[src/rtl/tokcrc5_pkg.sv]
package tokcrc5_pkg;
  // Token field and CRC widths.
  localparam int TOK_FLD_W = 11;
  localparam int TOK_CRC_W = 5;
  // Feedback taps of x^5 + x^2 + 1 (x^5 implied).
  localparam logic [TOK_CRC_W-1:0] TOK_POLY  = 5'b00101;
  // Preset and the remainder left by an intact field+CRC.
  localparam logic [TOK_CRC_W-1:0] TOK_SEED  = '1;
  localparam logic [TOK_CRC_W-1:0] TOK_RESID = 5'b01100;
endpackage

[src/rtl/tokcrc5_fold.sv]
// Unrolled serial CRC: N shift steps in one combinational pass.
// bits_i[0] is absorbed first.
module tokcrc5_fold #(
  parameter int W = 5,
  parameter int N = 11,
  parameter logic [W-1:0] POLY = 5'b00101
) (
  input  logic [W-1:0] seed_i,
  input  logic [N-1:0] bits_i,
  output logic [W-1:0] rem_o
);
  logic [W-1:0] chain [0:N];

  assign chain[0] = seed_i;

  for (genvar k = 0; k < N; k++) begin : g_stage
    logic fb;
    assign fb           = bits_i[k] ^ chain[k][W-1];
    assign chain[k+1]   = {chain[k][W-2:0], 1'b0} ^ (fb ? POLY : '0);
  end

  assign rem_o = chain[N];
endmodule

[src/rtl/tokcrc5_outreg.sv]
// Result register: remainder and pass flag, loaded on strobe.
module tokcrc5_outreg #(
  parameter int W = 5,
  parameter logic [W-1:0] SEED = '1
) (
  input  logic         clk,
  input  logic         rst,
  input  logic         load_i,
  input  logic [W-1:0] rem_d,
  input  logic         pass_d,
  output logic [W-1:0] rem_q,
  output logic         pass_q,
  output logic         vld_q
);
  always_ff @(posedge clk) begin
    if (rst) begin
      rem_q  <= SEED;
      pass_q <= 1'b0;
      vld_q  <= 1'b0;
    end else begin
      vld_q <= load_i;
      if (load_i) begin
        rem_q  <= rem_d;
        pass_q <= pass_d;
      end
    end
  end
endmodule

[src/rtl/tokcrc5_unit.sv]
module tokcrc5_unit
  import tokcrc5_pkg::*;
#(
  parameter int FLD_W = TOK_FLD_W,
  parameter int CRC_W = TOK_CRC_W,
  parameter logic [CRC_W-1:0] POLY  = TOK_POLY,
  parameter logic [CRC_W-1:0] SEED  = TOK_SEED,
  parameter logic [CRC_W-1:0] RESID = TOK_RESID
) (
  input  logic             clk,
  input  logic             rst,
  input  logic             vld_i,
  input  logic [FLD_W-1:0] fld_i,
  input  logic [CRC_W-1:0] rx_crc_i,
  output logic             out_vld_o,
  output logic [CRC_W-1:0] crc_o,
  output logic             pass_o
);
  logic [CRC_W-1:0] rem_fld;
  logic [CRC_W-1:0] rem_all;
  logic [CRC_W-1:0] rx_wire;
  logic [CRC_W-1:0] rem_q;

  // Received CRC goes MSB first on the wire: reorder so bit 0 is absorbed first.
  always_comb begin
    for (int j = 0; j < CRC_W; j++) rx_wire[j] = rx_crc_i[CRC_W-1-j];
  end

  tokcrc5_fold #(.W(CRC_W), .N(FLD_W), .POLY(POLY)) u_fold_fld (
    .seed_i (SEED),
    .bits_i (fld_i),
    .rem_o  (rem_fld)
  );

  tokcrc5_fold #(.W(CRC_W), .N(CRC_W), .POLY(POLY)) u_fold_rx (
    .seed_i (rem_fld),
    .bits_i (rx_wire),
    .rem_o  (rem_all)
  );

  tokcrc5_outreg #(.W(CRC_W), .SEED(SEED)) u_outreg (
    .clk    (clk),
    .rst    (rst),
    .load_i (vld_i),
    .rem_d  (rem_fld),
    .pass_d (rem_all == RESID),
    .rem_q  (rem_q),
    .pass_q (pass_o),
    .vld_q  (out_vld_o)
  );

  assign crc_o = ~rem_q;
endmodule

[config.mk]
export PLATFORM = sky130hd
export DESIGN_NAME = tokcrc5_unit
export DESIGN_NICKNAME = d
export VERILOG_FILES = /design/src/rtl/tokcrc5_pkg.sv /design/src/rtl/tokcrc5_fold.sv /design/src/rtl/tokcrc5_outreg.sv /design/src/rtl/tokcrc5_unit.sv
export SDC_FILE = /design/constraint.sdc
export NUM_CORES = 1
export LEC_CHECK = 0
export ABC_AREA = 1
export BUFFER_PORTS_ARGS = -buffer_cell sky130_fd_sc_hd__buf_2
export CAP_MARGIN = 25
export CORE_UTILIZATION = 47
export DETAILED_ROUTE_END_ITERATION = 8
export PLACE_DENSITY = 0.75
export SETUP_SLACK_MARGIN = 0.4
export SLEW_MARGIN = 20
export SYNTH_ARGS = -nofsm -noshare
export SYNTH_HDL_FRONTEND = slang
export SYNTH_HIERARCHICAL = 1
export SYNTH_SLANG_ARGS = --single-unit
[constraint.sdc]
create_clock -name clk -period 1.8 [get_ports clk]
set_input_delay 0.09 -clock clk [delete_from_list [all_inputs] [get_ports clk]]
set_output_delay 0.09 -clock clk [all_outputs]
set_load 0.05 [all_outputs]
Word level (Yosys, flattened, before mapping)
Cells that the tools add are included. W data, S select, Z words.

Equal/unequal tests: 1. Bitwise gates (word level): 32. Multiplexer cells: 16.

Operator list (number): $xor A5 B5 Y5 (15); $mux W3 (16); $xor A1 B1 Y1 (15); $eq A5 B4 Y1 const B (1); $not A5 Y5 (1); $not A4 Y4 (1).

Bits in registers: 7. Output and inout port bits: 7.

Depth between registers and ports, before layout
Depth after elaboration: 48. Depth in mapped cells: 25.

Hierarchy
The synthesis kept the hierarchy.

By module, submodules not included: tokcrc5_fold (u_fold_fld) (area an instance 496.7 um^2, cells an instance 104, times used 1); tokcrc5_outreg (area an instance 249.0 um^2, cells an instance 31, times used 1); tokcrc5_fold (u_fold_rx) (area an instance 226.5 um^2, cells an instance 45, times used 1); tokcrc5_unit (area an instance 46.3 um^2, cells an instance 12, times used 1).

Worst setup path after synthesis
OpenSTA, ideal clock, no wires.

Path kind: in2reg. Start point: in fld_i[3]. End point: reg u_outreg.pass_q. Path slack: 37 ps. Stages: 23. Required time: 1738 ps. Buffers on the path: 1. Arrival: 1701 ps. Cell sequence: nand2_1 > inv_1 > nor2_2 > nand2_2 > nand2_4 > nand2_1 > nand2_1 > nand2_2 > nand2_1 > xor2_1 > inv_2 > nand2_2 > nand2_2 > nand2_2 > nand2_2 > buf_4 > inv_1 > nand2_1 > nor2_1 > inv_1 > nand2_1 > nand2_1 > nor2_2.

Elaborated cells between the ends (all ways): 32. Those cells by class: 1 x eq/ne; 9 x mux; 22 x bitwise.

RTL lines: start: declaration (line tokcrc5_unit.sv:13) `input logic [FLD_W-1:0] fld_i,`; $xor A1 B1 Y1 * (line tokcrc5_fold.sv:18) `assign fb = bits_i[k] ^ chain[k][W-1];`; $mux W3 * (line tokcrc5_fold.sv:19) `assign chain[k+1] = {chain[k][W-2:0], 1'b0} ^ (fb ? POLY : '0);`; $xor A5 B5 Y5 * (3 in a row) (line tokcrc5_fold.sv:19); $xor A1 B1 Y1 or $xor A5 B5 Y5 (tied branches) (line tokcrc5_fold.sv:18, tokcrc5_fold.sv:19); $mux W3 or $xor A5 B5 Y5 (tied branches) (line tokcrc5_fold.sv:19); $xor A5 B5 Y5 * (5 in a row) (line tokcrc5_fold.sv:19); net rem_fld[4] (line tokcrc5_unit.sv:19) `logic [CRC_W-1:0] rem_fld;`; $xor A1 B1 Y1 * (line tokcrc5_fold.sv:18); $mux W3 * (line tokcrc5_fold.sv:19); $xor A5 B5 Y5 * (3 in a row) (line tokcrc5_fold.sv:19); $xor A1 B1 Y1 * (line tokcrc5_fold.sv:18); net u_fold_rx.g_stage[3].fb (line tokcrc5_fold.sv:17) `logic fb;`; $mux W3 * (line tokcrc5_fold.sv:19); $xor A5 B5 Y5 * (2 in a row) (line tokcrc5_fold.sv:19); net rem_all[1] (line tokcrc5_unit.sv:20) `logic [CRC_W-1:0] rem_all;`; $eq A5 B4 Y1 * (line tokcrc5_unit.sv:46) `.pass_d (rem_all == RESID),`; end signal: assignment (line tokcrc5_outreg.sv:24) `pass_q <= pass_d;`; end: declaration (line tokcrc5_outreg.sv:12) `output logic pass_q,`.

Mark *: on every way through the listed nets, which the timed path passes. The rest lies on a longest branch. A chain may end at the register's enable or synchronous reset.

Worst setup path after layout
Start point: in fld_i[2]. End point: reg u_outreg.pass_q.

Word-level cells in the longest chain between the ends: 25. Elaborated cells between the ends (all ways): 35. Those cells by class: 1 x eq/ne; 10 x mux; 24 x bitwise.

RTL lines (line): $xor A1 B1 Y1 (tokcrc5_fold.sv:18); $mux W3 (tokcrc5_fold.sv:19); $xor A5 B5 Y5 (3 in a row) (tokcrc5_fold.sv:19); $xor A1 B1 Y1 (tokcrc5_fold.sv:18); $mux W3 (tokcrc5_fold.sv:19); $xor A5 B5 Y5 (3 in a row) (tokcrc5_fold.sv:19); $xor A1 B1 Y1 (tokcrc5_fold.sv:18); $mux W3 (tokcrc5_fold.sv:19); [... 3 more ...]; net rem_fld[4] (tokcrc5_unit.sv:19); $xor A1 B1 Y1 (tokcrc5_fold.sv:18); $mux W3 (tokcrc5_fold.sv:19); $xor A5 B5 Y5 (3 in a row) (tokcrc5_fold.sv:19); $xor A1 B1 Y1 (tokcrc5_fold.sv:18); $mux W3 (tokcrc5_fold.sv:19); $xor A5 B5 Y5 (2 in a row) (tokcrc5_fold.sv:19); net rem_all[1] (tokcrc5_unit.sv:20); $eq A5 B4 Y1 (tokcrc5_unit.sv:46).

The timed path passes the listed nets, and every way through them passes these cells.

==> metrics.txt <==
busiest grt layer=met2; Largest delay share family, worst path=simple AND/OR/NAND/NOR gates; Layout Skew=0 ns; clock share of power=between 10 and 15%; global-route met1 utilization=between 20% and 30%; insertion delay to the later sink of the worst-skew pair=about 0.26 ns; port bufs=25; # fillers=150; Num CTS Buffers=3; Cell Pwr Density=approximately 730 nW/µm²; Hold Crit Class=input pin to flop; number of global-route vias before repair=around 1.2k; total number of yosys warnings=6; post-synthesis compound-gate area fraction=0%; starting density of the core=about 51%; Detail Placement HPWL=around 1.9 mm; overall via count from detail_route=~1.2k; Power, Total=0.00117 W; WL final=about 2.5 mm; Final GP Congestion=between 0.7 and 0.8; Int Pwr=0.000610 W; Cell Area, Synth=between 1000 and 1500 µm²; final count of negative-setup-slack endpoints=0; Post-layout nets=about 260; Final Hold Vio Count=0; layout cells sized above 1=between 40 and 50%; post-DR wirelength/cell=approximately 9.2 µm; logic gate share of total power=71.9%; Overflow after GRT=0; initial antenna violation count=0; RSZ-0062 raised after global routing=true; DRT antenna net count=0; number of max-cap violations=0; sequential element share of the synthesized area=between 10 and 15%; fin area=1610 µm²; max frequency=0.594 GHz; Finished Layout Cells=270; Arr. time, crit path=approximately 1.9 ns; Leakage=between 1 and 1.5 nW; outcome=finished, final reports clean; slowest CP cell=xor2_4; period utilisation layout=93.5%; Die Y=slightly below 50 µm; cell taking the most area after synthesis=nand2_1; clock sinks=7; unique cell type count in the Yosys netlist=20; switching power=between 0.0005 and 0.0006 W; FP Rows=16; Tot GR Track Use=between 20% and 30%; largest family of logic cells by synthesized area=simple AND/OR/NAND/NOR gates; XOR/XNOR Fraction of Synth Area=10.2%; core area=about 2000 µm²; H-tree Lvls=1; Placed Cells=262; area grow syn2layout=58.2%; CTS clk-pin slew, worst paths=roughly 0.05 ns; Startpoint Class=input pin; first-pass GRT wire length=between 4 and 5 mm; fraction of synthesized area in multiplexers=0%; largest net degree at the start of global routing=9; Critical Path Fanout Max=4; Residual DRC=0; via-per-instance ratio=roughly 4.5; post-synthesis simple-gate area fraction=about 55%; n_diodes=0; CTS tree=done; WHS=roughly 0.15 ns; Worst Setup End Kind=flop; Peak VDD IR=between 0.0004 and 0.0005 V; cells along the critical path=buf_4 > inv_2 > nand2_2 > nand3_2 > nand2_1 > nand2_1 > nand2_2 > inv_1 > nand2_2 > nand2_4 > xor2_4 > nand2_2 > nand2_2 > nand2_2 > nand2_2 > nand2_1 > nand2_1 > nand3_1 > nor2_1 > inv_1 > nand2_1 > nand2_1 > nor2_2; final setup margin=between 0.1 and 0.15 ns; Root Buffer=clkbuf_4; Critical Path RT=around 2 ns; Final Max Tran Viols=0; pre-CTS setup slack=-0.281 ns; Avg Inst Size Synth=5.30 µm²; Area contributors post-synth=nand2_1, dfxtp_1, inv_1, nand3_1, nand2_2; met3 usage=6.60%; Syn Inst Count=about 190; Synth Area in Adders=0%; die footprint=~2400 µm²; post-place instance area=around 1400 µm²; I/O pins=26; Synth Register Bits=7; CP max stage delay=about 0.21 ns; Reg power frac=between 10% and 20%; Worst Setup Path Type=input pin to flop; chip width=between 40 and 50 µm; Sw Ratio=48.0%; Longest Clk Path Bufs=2; top cell type's share of synthesized area=between 30% and 40%; GRT met2 Usage=between 40% and 50%; Initial DRT Pass Iterations=4; Tmin final=around 1.7 ns; most used cell, CP=nand2_2; Critical path buffers and inverters=4; DRT iter0 DRCs=17
[timing repair]
item / in CTS / in global routing
setup endpoints to repair: 1 / 2
buffers inserted: 2 / 1
hold buffers: 1 / 0
pin swaps: 26 / 5
endpoints found under the hold margin: 1 / 0
resized for setup: 30 / 8
[synth_stat cells]
cell type / n
buf_4: 4
buf_6: 1
clkinv_1: 1
conb_1: 1
dfxtp_1: 7
inv_1: 33
inv_2: 8
inv_4: 2
nand2_1: 84
nand2_2: 13
nand2_4: 2
nand3_1: 21
nand3b_1: 1
nor2_1: 4
nor2_2: 2
xnor2_1: 3
xnor2_2: 1
xor2_1: 2
xor2_2: 1
xor2_4: 1
[power by group through the flow]
stage / sequential, W / clock [W] / combinational [W]
detailed placement: 0.000183 / 0 / 0.000690
CTS: 0.000180 / 0.000155 / 0.000776
finish: 0.000180 / 0.000149 / 0.000842
global placement: 0.000182 / 0 / 0.000665
global route: 0.000182 / 0.000168 / 0.000916
floorplan: 0.000192 / 0 / 0.000562
[layer usage]
layer  vias to the layer above  share of wire (%)  routed length [µm]
li1                        639                  -                   -
met2                        39                 55                1370
met3                        12                4.1                 102
met4                         0                4.0                  99
met5                         -                  0                   0
met1                       522                 37                 913
[cell families (layout without fill, tap and decap cells)]
group / count (synthesis) / count (layout)
xor+xnor: 8 / 8
buf+inv: 49 / 86
flops: 7 / 7
other cells: 1 / 15
simple gates: 127 / 127
[sequential cells by signal, indices dropped and copies added (netlist names)]
name and count:
u_outreg/vld_q 1, u_outreg/pass_q 1, u_outreg/rem_q 5
[per-stage QoR]
| stage | TNS (ns) | utilization [%] |
|---|---|---|
| after floorplan | 0 | - |
| after global placement | -0.177 | 70.1 |
| after detailed placement | -0.281 | 70.1 |
| after CTS | 0 | 78.6 |
| after global routing | -0.0682 | 80.5 |
| final | 0 | 80.5 |
[cell usage in the layout, fill, tap and decap left out, types with 4 or more instances in the layout]
cell type and n:
nand2_8 5, buf_4 12, buf_2 20, nand3_2 6, inv_1 28, dfxtp_1 7, nand2_2 29, nand2_4 4
conb_1 15, nand2_1 61, inv_2 11, nand3_1 15, nor2_1 4
[worst paths after layout]
check                           depth (start not counted)  slack [ns]                             end                            from
worst min-delay path                                    3        0.15       u_outreg/vld_q$_SDFF_PP0_                           vld_i
worst min register to register                          2        0.47  u_outreg/rem_q[1]$_SDFFE_PP1P_  u_outreg/rem_q[1]$_SDFFE_PP1P_
worst max register to register                          2        1.23    u_outreg/pass_q$_SDFFE_PP0P_    u_outreg/pass_q$_SDFFE_PP0P_
worst max-delay path                                   23        0.12    u_outreg/pass_q$_SDFFE_PP0P_                        fld_i[2]
[layout make-up]
class / instances / area (µm²) / area share, %
Multi-Input combinational cell: 150 / 950 / 58.9
Sequential cell: 7 / 140 / 8.70
Timing Repair Buffer: 38 / 273 / 16.9
Tap cell: 27 / 33.8 / 2.10
Inverter: 44 / 189 / 11.7
Clock buffer: 4 / 26.3 / 1.63
[worst min-delay path, stage by stage]
cell,delay (ns)
buf_2,0.15
inv_4,0.09
nor2_1,0.04
(Power assumes the default switching activity.)
